===== src/rtl/dcc_rx_pkg.sv =====
package dcc_rx_pkg;

    localparam int DEF_PRE_LEN   = 20;
    localparam int DEF_BYTE_W    = 8;
    localparam int DEF_MIN_BYTES = 2;

    typedef enum logic [2:0] {
        ST_HUNT       = 3'd0,
        ST_WAIT_START = 3'd1,
        ST_CHK_ZERO   = 3'd2,
        ST_FIRST_HALF = 3'd3,
        ST_CHK_ONE    = 3'd4,
        ST_END_OR_NXT = 3'd5
    } rx_state_e;

    // control strobes from the sequencer to the datapath
    typedef struct packed {
        logic pkt_start;
        logic shift_en;
        logic byte_done;
        logic pkt_end;
    } rx_ctl_t;

    // true when the current half closes a bit whose first half it matches
    function automatic logic half_matches(input rx_state_e st, input logic val);
        return (st == ST_CHK_ZERO && !val) || (st == ST_CHK_ONE && val);
    endfunction

    // true when the current half contradicts the first half of its bit
    function automatic logic half_conflicts(input rx_state_e st, input logic val);
        return (st == ST_CHK_ZERO && val) || (st == ST_CHK_ONE && !val);
    endfunction

endpackage


===== src/rtl/dcc_rx_seq.sv =====
module dcc_rx_seq
    import dcc_rx_pkg::*;
#(
    parameter int PRE_LEN = DEF_PRE_LEN,
    parameter int BYTE_W  = DEF_BYTE_W,
    localparam int CNT_MAX = (PRE_LEN > BYTE_W) ? PRE_LEN : BYTE_W,
    localparam int CNT_W   = $clog2(CNT_MAX + 1)
) (
    input  logic             clk,
    input  logic             rst,
    input  logic             half_stb,
    input  logic             half_val,
    output rx_state_e        st,
    output logic [CNT_W-1:0] cnt,
    output rx_ctl_t          ctl
);

    localparam logic [CNT_W-1:0] LOAD_PRE  = CNT_W'(PRE_LEN);
    localparam logic [CNT_W-1:0] LOAD_BYTE = CNT_W'(BYTE_W);
    localparam logic [CNT_W-1:0] ONE       = CNT_W'(1);

    rx_state_e        st_q, st_d;
    logic [CNT_W-1:0] cnt_q, cnt_d;
    logic [CNT_W-1:0] cnt_dec;

    assign cnt_dec = cnt_q - ONE;

    always_comb begin
        st_d  = st_q;
        cnt_d = cnt_q;
        ctl   = '0;
        if (half_stb) begin
            unique case (st_q)
                ST_HUNT: begin
                    if (half_val) begin
                        cnt_d = cnt_dec;
                        if (cnt_dec == '0) st_d = ST_WAIT_START;
                    end else begin
                        cnt_d = LOAD_PRE;
                    end
                end
                ST_WAIT_START: begin
                    if (!half_val) begin
                        cnt_d         = LOAD_BYTE;
                        st_d          = ST_CHK_ZERO;
                        ctl.pkt_start = 1'b1;
                    end
                end
                ST_CHK_ZERO, ST_CHK_ONE: begin
                    if (half_conflicts(st_q, half_val)) begin
                        cnt_d = LOAD_PRE;
                        st_d  = ST_HUNT;
                    end else if (half_matches(st_q, half_val)) begin
                        if (cnt_q == '0) begin
                            st_d          = ST_END_OR_NXT;
                            ctl.byte_done = 1'b1;
                        end else begin
                            st_d = ST_FIRST_HALF;
                        end
                    end
                end
                ST_FIRST_HALF: begin
                    ctl.shift_en = 1'b1;
                    cnt_d        = cnt_dec;
                    st_d         = half_val ? ST_CHK_ONE : ST_CHK_ZERO;
                end
                ST_END_OR_NXT: begin
                    if (!half_val) begin
                        cnt_d = LOAD_BYTE;
                        st_d  = ST_CHK_ZERO;
                    end else begin
                        cnt_d       = LOAD_PRE;
                        st_d        = ST_HUNT;
                        ctl.pkt_end = 1'b1;
                    end
                end
                default: begin
                    cnt_d = LOAD_PRE;
                    st_d  = ST_HUNT;
                end
            endcase
        end
    end

    always_ff @(posedge clk) begin
        if (rst) begin
            st_q  <= ST_HUNT;
            cnt_q <= LOAD_PRE;
        end else begin
            st_q  <= st_d;
            cnt_q <= cnt_d;
        end
    end

    assign st  = st_q;
    assign cnt = cnt_q;

endmodule


===== src/rtl/dcc_rx_shift.sv =====
module dcc_rx_shift
    import dcc_rx_pkg::*;
#(
    parameter int BYTE_W = DEF_BYTE_W
) (
    input  logic              clk,
    input  logic              rst,
    input  logic              half_val,
    input  rx_ctl_t           ctl,
    output logic [BYTE_W-1:0] sh_cur,
    output logic [BYTE_W-1:0] byte_q,
    output logic              vld_q
);

    logic [BYTE_W-1:0] sh_q;

    // MSB first: older bits move towards the top
    always_ff @(posedge clk) begin
        if (rst) begin
            sh_q <= '0;
        end else if (ctl.shift_en) begin
            sh_q <= {sh_q[BYTE_W-2:0], half_val};
        end
    end

    always_ff @(posedge clk) begin
        if (rst) begin
            byte_q <= '0;
            vld_q  <= 1'b0;
        end else begin
            vld_q <= ctl.byte_done;
            if (ctl.byte_done) byte_q <= sh_q;
        end
    end

    assign sh_cur = sh_q;

endmodule


===== src/rtl/dcc_rx_csum.sv =====
module dcc_rx_csum
    import dcc_rx_pkg::*;
#(
    parameter int BYTE_W    = DEF_BYTE_W,
    parameter int MIN_BYTES = DEF_MIN_BYTES,
    localparam int NB_W     = $clog2(MIN_BYTES + 1)
) (
    input  logic              clk,
    input  logic              rst,
    input  rx_ctl_t           ctl,
    input  logic [BYTE_W-1:0] sh_cur,
    output logic              eom_q,
    output logic              ok_q
);

    localparam logic [NB_W-1:0] NB_SAT = NB_W'(MIN_BYTES);

    logic [BYTE_W-1:0] acc_q;
    logic [NB_W-1:0]   nb_q;
    logic              verdict;

    assign verdict = (acc_q == '0) && (nb_q >= NB_SAT);

    always_ff @(posedge clk) begin
        if (rst) begin
            acc_q <= '0;
            nb_q  <= '0;
        end else if (ctl.pkt_start) begin
            acc_q <= '0;
            nb_q  <= '0;
        end else if (ctl.byte_done) begin
            acc_q <= acc_q ^ sh_cur;
            if (nb_q < NB_SAT) nb_q <= nb_q + NB_W'(1);
        end
    end

    always_ff @(posedge clk) begin
        if (rst) begin
            eom_q <= 1'b0;
            ok_q  <= 1'b0;
        end else begin
            eom_q <= ctl.pkt_end;
            if (ctl.pkt_end) ok_q <= verdict;
        end
    end

endmodule


===== src/rtl/dcc_half_bit_rx.sv =====
module dcc_half_bit_rx
    import dcc_rx_pkg::*;
#(
    parameter int PRE_LEN   = DEF_PRE_LEN,
    parameter int BYTE_W    = DEF_BYTE_W,
    parameter int MIN_BYTES = DEF_MIN_BYTES,
    localparam int CNT_MAX  = (PRE_LEN > BYTE_W) ? PRE_LEN : BYTE_W,
    localparam int CNT_W    = $clog2(CNT_MAX + 1)
) (
    input  logic              clk,
    input  logic              rst,
    input  logic              half_stb,
    input  logic              half_val,
    output logic [BYTE_W-1:0] byte_data,
    output logic              byte_vld,
    output logic              eom,
    output logic              csum_ok
);

    rx_state_e         st;
    logic [CNT_W-1:0]  cnt;
    rx_ctl_t           ctl;
    logic [BYTE_W-1:0] sh_cur;

    dcc_rx_seq #(
        .PRE_LEN (PRE_LEN),
        .BYTE_W  (BYTE_W)
    ) u_seq (
        .clk      (clk),
        .rst      (rst),
        .half_stb (half_stb),
        .half_val (half_val),
        .st       (st),
        .cnt      (cnt),
        .ctl      (ctl)
    );

    dcc_rx_shift #(
        .BYTE_W (BYTE_W)
    ) u_shift (
        .clk      (clk),
        .rst      (rst),
        .half_val (half_val),
        .ctl      (ctl),
        .sh_cur   (sh_cur),
        .byte_q   (byte_data),
        .vld_q    (byte_vld)
    );

    dcc_rx_csum #(
        .BYTE_W    (BYTE_W),
        .MIN_BYTES (MIN_BYTES)
    ) u_csum (
        .clk    (clk),
        .rst    (rst),
        .ctl    (ctl),
        .sh_cur (sh_cur),
        .eom_q  (eom),
        .ok_q   (csum_ok)
    );

endmodule


===== config.mk =====
export PLATFORM = sky130hd
export DESIGN_NAME = dcc_half_bit_rx
export DESIGN_NICKNAME = d
export VERILOG_FILES = /design/src/rtl/dcc_rx_pkg.sv /design/src/rtl/dcc_rx_seq.sv /design/src/rtl/dcc_rx_shift.sv /design/src/rtl/dcc_rx_csum.sv /design/src/rtl/dcc_half_bit_rx.sv
export SDC_FILE = /design/constraint.sdc
export NUM_CORES = 1
export LEC_CHECK = 0
export ABC_AREA = 1
export BUFFER_PORTS_ARGS = -buffer_cell sky130_fd_sc_hd__buf_2
export CORE_MARGIN = 2
export CORE_UTILIZATION = 63
export CTS_CLUSTER_DIAMETER = 200
export CTS_CLUSTER_SIZE = 14
export DETAILED_ROUTE_END_ITERATION = 10
export PLACE_DENSITY = 0.8
export SETUP_SLACK_MARGIN = 0.5
export SYNTH_ARGS = -nofsm -noshare
export SYNTH_HDL_FRONTEND = slang
export SYNTH_SLANG_ARGS = --single-unit

===== constraint.sdc =====
create_clock -name clk -period 3.1 [get_ports clk]
set_clock_uncertainty 0.1 [all_clocks]
set_input_delay 0.155 -clock clk [delete_from_list [all_inputs] [get_ports clk]]
set_output_delay 0.155 -clock clk [all_outputs]
set_load 0.01 [all_outputs]

==> out/results.ini <==
[setup_path]
crit_arrival_ns = 2.24
reg2reg_to = u_csum.acc_q[3]
cp-endpoint = u_csum.acc_q[3]
critPathKind = reg2reg
r2r_start = u_seq.cnt[0]
start_kind = flip-flop
crit_path_start = u_seq.cnt[0]
rr_worst_depth = 10
required_ns = 3.31
rrSetupSlack_ns = 1.06
crit_fanout = 14
end_kind = flip-flop

[pwr]
p_clk_share_pct = 33.6
p_int_w = 0.000609
combPwrFrac_pct = 7.6
switching_share_pct = 26.1
p_leak_nw = 0.885
power.share.sequential_pct = 58.8
p_per_area_nw_per_um2 = 428
ir_drop_v = 0.000353
p_sw_w = 0.000215

[outcome]
outcome = finished, final reports clean

[synth]
ys_async_sr_fraction_pct = 0
synth-seq-area-share_pct = 41.4
syn_nets = 264
avgSynthCellArea_um2 = 6.96
synth_edf_count = 0
synth_flop_cell = dfxtp_1
yosys-top-cells-area = dfxtp_1 (41%), nand2_1 (17%), a21oi_1 (8.1%), nand3_1 (6.2%), inv_1 (5.5%)
synth_area_um2 = 1790
yosysMostFrequentCell = nand2_1
synth_top_area_share_pct = 41.4
syn_inst = 257
ys_seq_elements = 37
synth_top_area_cell = dfxtp_1
ys_warn_count = 0
synth_commonest_cells = nand2_1 (81), dfxtp_1 (37), a21oi_1 (29)
ys_types = 26

[routing]
post_drt_via_cell_ratio = 5.38
postRouteAntennaNets = 0
vias = 1635
post_drt_wl_per_cell_um = 12.4
dr.pass1.iters = 4
drtIter0Drc = 64
drt-total-wl_um = 3760
drc = 0

[clocking]
cts_setup_buffers = 0
htree_levels = 2
worst_skew_pair.late_latency_ns = 0.36
clk_pin_slew_worst_paths_ns = 0.12
cts_made_buffers = 5
clockBufferDepth = 2
cts_resized = 0
clock_sinks = 37
ctsHoldBuffers = 0
cts_tree = done
cts-root-buf = clkbuf_4

[die]
fp.dieW_um = 57.3
core_um2 = 2730
floorplan.initialDensity_pct = 65.4
die_area_um2 = 3280
io_pins = 15
rows = 19
die_h_um = 57.3

[sta]
hold_viol_final = 0
timing.final.crit_period_ns = 2.04
fin_crit_sh_pct = 65.7
slew_violations = 0
rsz0062_at_grt = no
fmax_ghz = 0.491
setup_total_negative_slack_ns = 0
maxSlewHeadroom_pct = 53.1
setup_viol = 0
tightest_slew_ns = 0.701

[grt]
grt_max_degree = 25
antenna_found_initial = 0
grt_pass1_wl_um = 6440
grt_pass1_vias = 1464
globalRouteOverflowTotal = 0
grt_usage_pct = 26.0

[placement]
dpl.hpwl_um = 2660
portBuffers = 14
routabilityCongestion = 0.886

[finish]
diodes = 0
drive_gt1_share_pct = 13.2
final_nets = 279
finalCoreUtilization_pct = 70.4
area_growth_syn_to_layout_pct = 7.70

[worst_hold_path]
hp-class = in2reg

[run]
drv_cap = 0

critical path, stage by stage, from the launching register on:
cell      delay, ns
dfxtp_1        0.33
inv_1          0.12
ha_1           0.23
nand2_1        0.12
nor2_2         0.24
nand3_4        0.22
clkinv_2       0.25
nand2_1        0.13
nand2_1        0.08
nand2_1        0.05
nor2_1         0.10
how the worst min path moves through the flow:
| stage | from | to | slack [ns] | cells past startpoint |
|---|---|---|---|---|
| 2_1_floorplan | rst | u_shift.sh_cur[4] | 0.12 | 1 |
| 3_3_place_gp | u_shift.byte_q[3] | u_shift.byte_q[3] | 0.35 | 2 |
| 3_5_place_dp | u_shift.byte_q[1] | u_shift.byte_q[1] | 0.35 | 2 |
| 4_1_cts | half_val | u_shift.sh_cur[0] | 0.04 | 3 |
| 5_1_grt | half_val | u_shift.sh_cur[0] | 0.04 | 3 |
| 6_report | half_val | u_shift.sh_cur[0] | 0.05 | 3 |
logic make-up after synthesis:
kind of cell / share of synthesized area, %
compound gates: 12.2
xor+xnor: 1.47
fa+ha+maj: 2.10
buf+inv: 8.19
flops: 41.4
simple gates: 34.6
layer usage:
metal	part of all wire, %	GRT usage (%)	up-vias
met3	4.3	6.80	7
met2	45	40.2	37
met4	2.0	12.0	0
met5	0	0	-
met1	49	34.0	748
li1	-	-	843
power by group through the flow:
stage / logic [W] / registers, W / clock network [W]
floorplan: 0.0000463 / 0.000494 / 0
global placement: 0.0000610 / 0.000495 / 0
detailed placement: 0.0000616 / 0.000495 / 0
CTS: 0.0000618 / 0.000484 / 0.000281
global route: 0.0000728 / 0.000485 / 0.000308
finish: 0.0000630 / 0.000484 / 0.000277
cells in the final DEF (no fill, tap or decap), types with 2 or more instances in the layout:
| master | instances |
|---|---|
| inv_1 | 26 |
| nand2_1 | 81 |
| inv_2 | 2 |
| nand3_1 | 22 |
| o21ai_0 | 3 |
| clkbuf_4 | 5 |
| o21ai_4 | 2 |
| ha_1 | 3 |
| a21oi_1 | 29 |
| o21ai_1 | 2 |
| xor2_1 | 3 |
| nor3_1 | 2 |
| buf_2 | 14 |
| dfxtp_1 | 37 |
| nand2_4 | 3 |
| nor2_1 | 26 |
| nand3_2 | 2 |
| clkinv_2 | 2 |
through the flow:
step	area, µm²	hold WS [ns]	cells	setup WS, ns	power [W]
floorplan	1790	0.124	257	1.55	0.000540
global placement	1860	0.352	296	1.18	0.000556
detailed placement	1860	0.354	296	1.11	0.000557
CTS	1930	0.0449	304	1.09	0.000827
global route	1930	0.0448	304	0.875	0.000866
finish	1930	0.0542	304	1.06	0.000824
registers in the layout, indices dropped and copies added, names as in the netlist:
register	cells
u_csum.acc_q	8
u_seq.st	3
u_shift.vld_q	1
u_shift.byte_q	8
u_shift.sh_cur	8
u_seq.cnt	5
u_csum.ok_q	1
u_csum.eom_q	1
u_csum.nb_q	2
final cells by class:
cell class | instances | area [µm²]
multi-input cells | 185 | 901
fillers | 245 | 808
flip-flops and latches | 37 | 741
inverters | 29 | 110
repair buffers | 14 | 70.1
clock buffers | 6 | 51.3
well taps | 31 | 38.8
clock inverters | 2 | 13.8
(Power assumes the default switching activity.)
